<file path="src/rtl/tapcal_pkg.sv">
package tapcal_pkg;

    typedef enum logic [1:0] {
        SRCH_IDLE,
        SRCH_LAUNCH,
        SRCH_WAIT,
        SRCH_CENTER
    } srch_state_t;

    typedef enum logic [1:0] {
        TST_IDLE,
        TST_ISSUE,
        TST_DRAIN,
        TST_REPORT
    } tst_state_t;

endpackage

</file>
<file path="src/rtl/tapcal_pattern.sv">
module tapcal_pattern #(
    parameter int ADDR_W = 10,
    parameter int DATA_W = 32
) (
    input  logic [ADDR_W-1:0] addr,
    output logic [DATA_W-1:0] data
);
    localparam int HALF = DATA_W / 2;

    logic [7:0] grp;
    logic [1:0] slot;
    logic       lo_set;
    logic       hi_set;

    always_comb begin
        grp    = 8'(addr >> 2);
        slot   = addr[1:0];
        lo_set = grp[{slot, 1'b0}];
        hi_set = grp[{slot, 1'b1}];
        data   = {{HALF{hi_set}}, {HALF{lo_set}}};
    end
endmodule

</file>
<file path="src/rtl/tapcal_mem_tester.sv">
module tapcal_mem_tester
    import tapcal_pkg::*;
#(
    parameter int WORDS  = 1024,
    parameter int PASSES = 2,
    parameter int DATA_W = 32,
    localparam int ADDR_W = $clog2(WORDS),
    localparam int TOTAL  = WORDS * PASSES,
    localparam int CNT_W  = $clog2(TOTAL + 1)
) (
    input  logic              clk,
    input  logic              rst_n,
    input  logic              go,
    output logic              req_valid,
    input  logic              req_ready,
    output logic [ADDR_W-1:0] req_addr,
    input  logic              rsp_valid,
    input  logic [DATA_W-1:0] rsp_data,
    output logic              trial_done,
    output logic              trial_pass
);
    tst_state_t state_q, state_d;

    logic [CNT_W-1:0]  issue_cnt;
    logic [CNT_W-1:0]  outstanding;
    logic [ADDR_W-1:0] rsp_addr;
    logic [DATA_W-1:0] expected;
    logic              fail_q;
    logic              req_fire;
    logic              last_fire;

    tapcal_pattern #(.ADDR_W(ADDR_W), .DATA_W(DATA_W)) u_pattern (
        .addr (rsp_addr),
        .data (expected)
    );

    assign req_fire  = req_valid && req_ready;
    assign last_fire = req_fire && (issue_cnt == CNT_W'(TOTAL - 1));

    always_ff @(posedge clk or negedge rst_n) begin
        if (!rst_n) state_q <= TST_IDLE;
        else        state_q <= state_d;
    end

    always_comb begin
        state_d = state_q;
        unique case (state_q)
            TST_IDLE:   if (go) state_d = TST_ISSUE;
            TST_ISSUE:  if (fail_q || last_fire) state_d = TST_DRAIN;
            TST_DRAIN:  if (outstanding == '0) state_d = TST_REPORT;
            TST_REPORT: state_d = TST_IDLE;
            default:    state_d = TST_IDLE;
        endcase
    end

    always_comb begin
        req_valid  = (state_q == TST_ISSUE) && !fail_q;
        req_addr   = issue_cnt[ADDR_W-1:0];
        trial_done = (state_q == TST_REPORT);
        trial_pass = !fail_q;
    end

    always_ff @(posedge clk or negedge rst_n) begin
        if (!rst_n) begin
            issue_cnt   <= '0;
            outstanding <= '0;
            rsp_addr    <= '0;
            fail_q      <= 1'b0;
        end else if (state_q == TST_IDLE && go) begin
            issue_cnt   <= '0;
            outstanding <= '0;
            rsp_addr    <= '0;
            fail_q      <= 1'b0;
        end else begin
            if (req_fire) issue_cnt <= issue_cnt + 1'b1;
            outstanding <= outstanding + CNT_W'(req_fire) - CNT_W'(rsp_valid);
            if (rsp_valid) begin
                rsp_addr <= rsp_addr + 1'b1;
                if (rsp_data != expected) fail_q <= 1'b1;
            end
        end
    end
endmodule

</file>
<file path="src/rtl/tap_cal_engine.sv">
module tap_cal_engine
    import tapcal_pkg::*;
#(
    parameter int TAP_W    = 6,
    parameter int TAP_CEIL = 32,
    parameter int WORDS    = 1024,
    parameter int PASSES   = 2,
    parameter int DATA_W   = 32,
    localparam int ADDR_W  = $clog2(WORDS)
) (
    input  logic              clk,
    input  logic              rst_n,
    input  logic              start,
    input  logic [TAP_W-1:0]  start_tap,
    output logic              busy,
    output logic              cal_done,
    output logic              cal_err,
    output logic [TAP_W-1:0]  lim_upper,
    output logic [TAP_W-1:0]  lim_lower,
    output logic [TAP_W-1:0]  tap_lane0,
    output logic [TAP_W-1:0]  tap_lane1,
    output logic              rd_req_valid,
    input  logic              rd_req_ready,
    output logic [ADDR_W-1:0] rd_req_addr,
    input  logic              rd_rsp_valid,
    input  logic [DATA_W-1:0] rd_rsp_data
);
    localparam logic [TAP_W-1:0] TAP_MAX = {TAP_W{1'b1}};

    srch_state_t state_q, state_d;

    logic [TAP_W-1:0] trial_tap, origin_tap, upper_q, lower_q;
    logic [TAP_W-1:0] lane0_q, lane1_q, mid;
    logic [TAP_W:0]   sum;
    logic             climbing, done_q, err_q;
    logic             trial_go, trial_done, trial_pass, finish_now;

    tapcal_mem_tester #(.WORDS(WORDS), .PASSES(PASSES), .DATA_W(DATA_W)) u_tester (
        .clk        (clk),
        .rst_n      (rst_n),
        .go         (trial_go),
        .req_valid  (rd_req_valid),
        .req_ready  (rd_req_ready),
        .req_addr   (rd_req_addr),
        .rsp_valid  (rd_rsp_valid),
        .rsp_data   (rd_rsp_data),
        .trial_done (trial_done),
        .trial_pass (trial_pass)
    );

    assign sum        = {1'b0, upper_q} + {1'b0, lower_q};
    assign mid        = sum[TAP_W:1];
    assign finish_now = !climbing && (!trial_pass || trial_tap == '0);

    always_ff @(posedge clk or negedge rst_n) begin
        if (!rst_n) state_q <= SRCH_IDLE;
        else        state_q <= state_d;
    end

    always_comb begin
        state_d = state_q;
        unique case (state_q)
            SRCH_IDLE:   if (start) state_d = SRCH_LAUNCH;
            SRCH_LAUNCH: state_d = SRCH_WAIT;
            SRCH_WAIT:   if (trial_done) state_d = finish_now ? SRCH_CENTER : SRCH_LAUNCH;
            SRCH_CENTER: state_d = SRCH_IDLE;
            default:     state_d = SRCH_IDLE;
        endcase
    end

    always_comb begin
        busy      = (state_q != SRCH_IDLE);
        trial_go  = (state_q == SRCH_LAUNCH);
        cal_done  = done_q;
        cal_err   = err_q;
        lim_upper = upper_q;
        lim_lower = lower_q;
        tap_lane0 = lane0_q;
        tap_lane1 = lane1_q;
    end

    always_ff @(posedge clk or negedge rst_n) begin
        if (!rst_n) begin
            trial_tap  <= '0;
            origin_tap <= '0;
            upper_q    <= '0;
            lower_q    <= '0;
            lane0_q    <= '0;
            lane1_q    <= '0;
            climbing   <= 1'b1;
            done_q     <= 1'b0;
            err_q      <= 1'b0;
        end else begin
            unique case (state_q)
                SRCH_IDLE: if (start) begin
                    trial_tap  <= start_tap;
                    origin_tap <= start_tap;
                    upper_q    <= start_tap;
                    lower_q    <= start_tap;
                    climbing   <= 1'b1;
                    done_q     <= 1'b0;
                    err_q      <= 1'b0;
                end
                SRCH_LAUNCH: begin
                    lane0_q <= trial_tap;
                    lane1_q <= trial_tap;
                end
                SRCH_WAIT: if (trial_done) begin
                    if (climbing) begin
                        if (trial_pass && trial_tap < TAP_W'(TAP_CEIL)) begin
                            trial_tap <= trial_tap + 1'b1;
                        end else begin
                            if (trial_pass)            upper_q <= trial_tap;
                            else if (trial_tap == '0)  upper_q <= '0;
                            else                       upper_q <= trial_tap - 1'b1;
                            climbing  <= 1'b0;
                            trial_tap <= origin_tap;
                        end
                    end else if (trial_pass) begin
                        if (trial_tap == '0) lower_q <= '0;
                        else                 trial_tap <= trial_tap - 1'b1;
                    end else begin
                        lower_q <= (trial_tap == TAP_MAX) ? TAP_MAX : trial_tap + 1'b1;
                    end
                end
                SRCH_CENTER: begin
                    lane0_q <= mid;
                    lane1_q <= (mid == TAP_MAX) ? TAP_MAX : mid + 1'b1;
                    err_q   <= (lower_q > upper_q);
                    done_q  <= 1'b1;
                end
                default: ;
            endcase
        end
    end
endmodule

</file>
<file path="config.mk">
export PLATFORM = sky130hd
export DESIGN_NAME = tap_cal_engine
export DESIGN_NICKNAME = d
export VERILOG_FILES = /design/src/rtl/tapcal_pkg.sv /design/src/rtl/tapcal_pattern.sv /design/src/rtl/tapcal_mem_tester.sv /design/src/rtl/tap_cal_engine.sv
export SDC_FILE = /design/constraint.sdc
export NUM_CORES = 1
export LEC_CHECK = 0
export CAP_MARGIN = 20
export CORE_MARGIN = 2
export CORE_UTILIZATION = 45
export DETAILED_ROUTE_END_ITERATION = 16
export PLACE_DENSITY = 0.69
export SYNTH_ARGS = -nofsm -noshare
export SYNTH_HDL_FRONTEND = slang
export SYNTH_SLANG_ARGS = --single-unit
</file>
<file path="constraint.sdc">
create_clock -name clk -period 3.3 [get_ports clk]
set_input_delay 0.495 -clock clk [delete_from_list [all_inputs] [get_ports clk]]
set_output_delay 0.495 -clock clk [all_outputs]
set_load 0.05 [all_outputs]
</file>
==> key figures <==
Status
  – Outcome: finished, final reports clean

Timing
  – Worst-margin pin slew: 0.863 ns
  – RSZ-0062 raised after global routing: false
  – Slew headroom: 42.5%
  – Minimum clock period: 3.00 ns
  – Final WS setup: 0.302 ns
  – Final-report hold violation count: 0
  – Final-report max-slew violation count: 0
  – Fin Hold WS: 0.113 ns
  – Max Clk Rate: 334 MHz
  – Clock skew: 0.00995 ns
  – Setup Viol. Count Final: 0
  – Tcrit/Tclk final: 90.8%

Synthesis
  – Synth Area in Compound Gates: 16.0%
  – Main combinational cell family by area after synthesis: simple AND/OR/NAND/NOR gates
  – Seq cells post-synth: 78
  – Asr flop ratio synth: 100%
  – XOR/XNOR Fraction of Synth Area: 5.14%
  – Mux share of post-synthesis cell area: 6.27%
  – Netlist area before placement: 0.00529 mm^2
  – Post-Synthesis Cells: 586
  – Synth Area in Adders: 9.99%
  – Seq/Total Area, Yosys: 37.0%
  – Yosys Warn Count: 0
  – Predominant post-synthesis flop cell: dfrtp_1
  – Mapped Avg Cell Area: 9.02 um^2
  – Distinct cells, synth: 65
  – Synth area leaders: dfrtp_1, ha_1, nor2_1, a21oi_1, mux2_2
  – Most common cell in the netlist: dfrtp_1
  – Syn nets: 670
  – Top cell type's share of synthesized area: 36.5%
  – List of most frequent post-synthesis cells: dfrtp_1, nor2_1, a21oi_1
  – Simple-gate area share of the yosys netlist: 19.3%
  – Synth area leader: dfrtp_1
  – Number of synthesized flops with an enable pin: 0

Layout
  – Post-route cell area: 0.00651 mm^2
  – Final cell count without fillers: 801
  – Register Area: 0.00195 mm^2
  – Area grow syn2layout: 23.2%
  – Nets: 738
  – Share of cells above drive strength 1: 9.27%
  – Fill cells: 968
  – Number of diodes: 0
  – Area of the multi-input gates: 0.00299 mm^2

Pwr
  – Tot Pwr: 7810 uW
  – Peak supply drop: 856 uV
  – Power per standard cell area: 1200 mW/mm^2
  – LEAKAGE: 0.00285 uW

Clock network
  – Resized Gates After CTS: 0
  – Clock root buffer: clkbuf_16
  – Number of hold buffers added after CTS: 0
  – Worst skew pair latency: 0.34 ns
  – CTS tree: yes
  – H-tree Lvls: 3
  – Clock-pin transition on the worst setup and hold timing paths: 0.06 ns
  – Clock buffer depth: 2
  – CTS Buf Count: 9
  – Clock Sinks: 78
  – # Post-CTS Setup Buffers: 0

Critical path
  – Critical path type: input port to register
  – Worst R2R Start: u_tester.state_q[1]
  – Crit-path leading delay family: compound AO/OA/AOI/OAI gates
  – Worst EP arrival: 3.22 ns
  – Crit. End Element: register
  – Slowest-stage cell, CP: clkdlybuf4s50_1
  – CP most frequent cell: ha_1
  – R2R cell count: 11
  – Worst r2r dst: u_tester.outstanding[10]
  – Crit-path cells: clkdlybuf4s50_1 -> ha_1 -> inv_1 -> ha_1 -> fa_1 -> a21oi_1 -> o21bai_1 -> a211o_1 -> a2111oi_0 -> o31ai_1 -> mux2_2
  – Peak per-stage delay on the critical path: 0.42 ns
  – CP Launch Type: input port
  – WP buf/inv: 2
  – Flop-to-flop setup slack: 0.32 ns
  – Crit path max fanout: 2
  – Req. time, crit path: 3.52 ns

Floorplan
  – Die Area: 0.0126 mm^2
  – Core area: 0.0114 mm^2
  – Ports: 81
  – Initial Utilization: 46.3%
  – Num rows: 39
  – Die width: 112 um
  – Die Ht: 112 um

Detailed routing
  – Routed via count: 4525
  – DRC Markers: 0
  – Post-route ant nets: 0
  – Initial drt markers: 285
  – Wirelength per Cell: 16.2 um
  – Vias/cell: 5.65
  – Wirelength, routed: 13000 um
  – Drt pass-1 iters: 4

Global routing
  – First-pass GRT wire length: 22200 um
  – Total congestion overflow: 0
  – Vias in the first global route: 4647
  – Initial antenna violation count: 0
  – Largest net degree at the start of global routing: 79
  – GRT Total Usage: 21.6%

Placed design
  – Cell Area, Placed: 0.00616 mm^2
  – Placed Instances: 785
  – DP HPWL: 9450 um
  – Worst slack at placement: -0.0187 ns
  – Port Buf Inserts: 80
  – Placer Congestion: 0.878

Worst hold path
  – Min-Delay Path Class: input port to async pin

Run
  – Max_cap viols: 0
[metrics by stage]
stage               util (%)  TNS (ns)
finish                  57.0         0
floorplan                  -         0
global placement        53.9         0
detailed placement      53.9   -0.0187
global route            57.0         0
CTS                     56.9         0
[logic make-up (layout without fill, tap and decap cells)]
kind of cell	Yosys count	in the layout
flip-flops	78	78
XOR/XNOR	31	31
buffers and inverters	76	148
multiplexers	28	28
AO/OA/AOI/OAI	129	129
AND/OR/NAND/NOR	203	203
adder cells (fa/ha/maj)	41	41
[how the worst max path moves through the flow]
stage | from | end | cells past startpoint
6_report | rd_rsp_valid | u_tester.outstanding[10] | 11
5_1_grt | u_tester.state_q[1] | u_tester.outstanding[10] | 11
4_1_cts | rd_rsp_valid | u_tester.outstanding[10] | 11
3_5_place_dp | rd_rsp_valid | u_tester.outstanding[10] | 11
3_3_place_gp | rd_rsp_valid | u_tester.outstanding[10] | 11
2_1_floorplan | u_tester.state_q[1] | u_tester.outstanding[10] | 12
[final cells by class]
class | count | share of cell area (%)
Multi-Input combinational cell | 432 | 46.0
Sequential cell | 78 | 30.0
Timing Repair Buffer | 91 | 13.7
Clock buffer | 9 | 3.46
Tap cell | 143 | 2.75
Inverter | 42 | 2.42
Clock inverter | 6 | 1.71
[flip-flops by register name (all words and copies together), names as in the netlist]
signal and count:
cal_done 1, cal_err 1, climbing 1, lim_lower 6
lim_upper 6, origin_tap 6, state_q 2, tap_lane0 6
tap_lane1 6, trial_tap 6, u_tester.fail_q 1, u_tester.issue_cnt 12
u_tester.outstanding 12, u_tester.rsp_addr 10, u_tester.state_q 2
[where the power goes]
| group | internal, uW | switching [uW] | leakage, uW |
|---|---|---|---|
| logic | 1960 | 2870 | 0.00173 |
| clock network | 734 | 397 | 0.000161 |
| registers | 1380 | 462 | 0.000954 |
| total | 4070 | 3730 | 0.00285 |
[cells in the final DEF, fill, tap and decap left out, drive strengths merged, types with 13 or more instances in the layout]
master / n
mux2: 21
ha: 39
o21ai: 28
dfrtp: 77
clkdlybuf4s50: 79
a21oi: 44
nor3: 13
xor2: 16
nand2: 38
nand4: 19
xnor2: 15
nor2: 69
inv: 42
[metal layers]
layer	up-vias	GRT usage [%]	routed length, um
li1	2213	-	-
met1	2200	26.3	5500
met2	87	38.1	6730
met3	25	4.37	487
met4	0	7.89	276
met5	-	0	0
[worst register-to-register path, stage by stage (launching register included)]
cell	delay [ns]
dfrtp_1	0.39
inv_1	0.08
ha_1	0.21
and3b_1	0.21
ha_1	0.21
fa_1	0.39
a21oi_1	0.14
o21bai_1	0.10
a211o_1	0.33
a2111oi_0	0.41
o31ai_1	0.12
mux2_2	0.28
No activity file was read; power rests on OpenSTA's default activity.
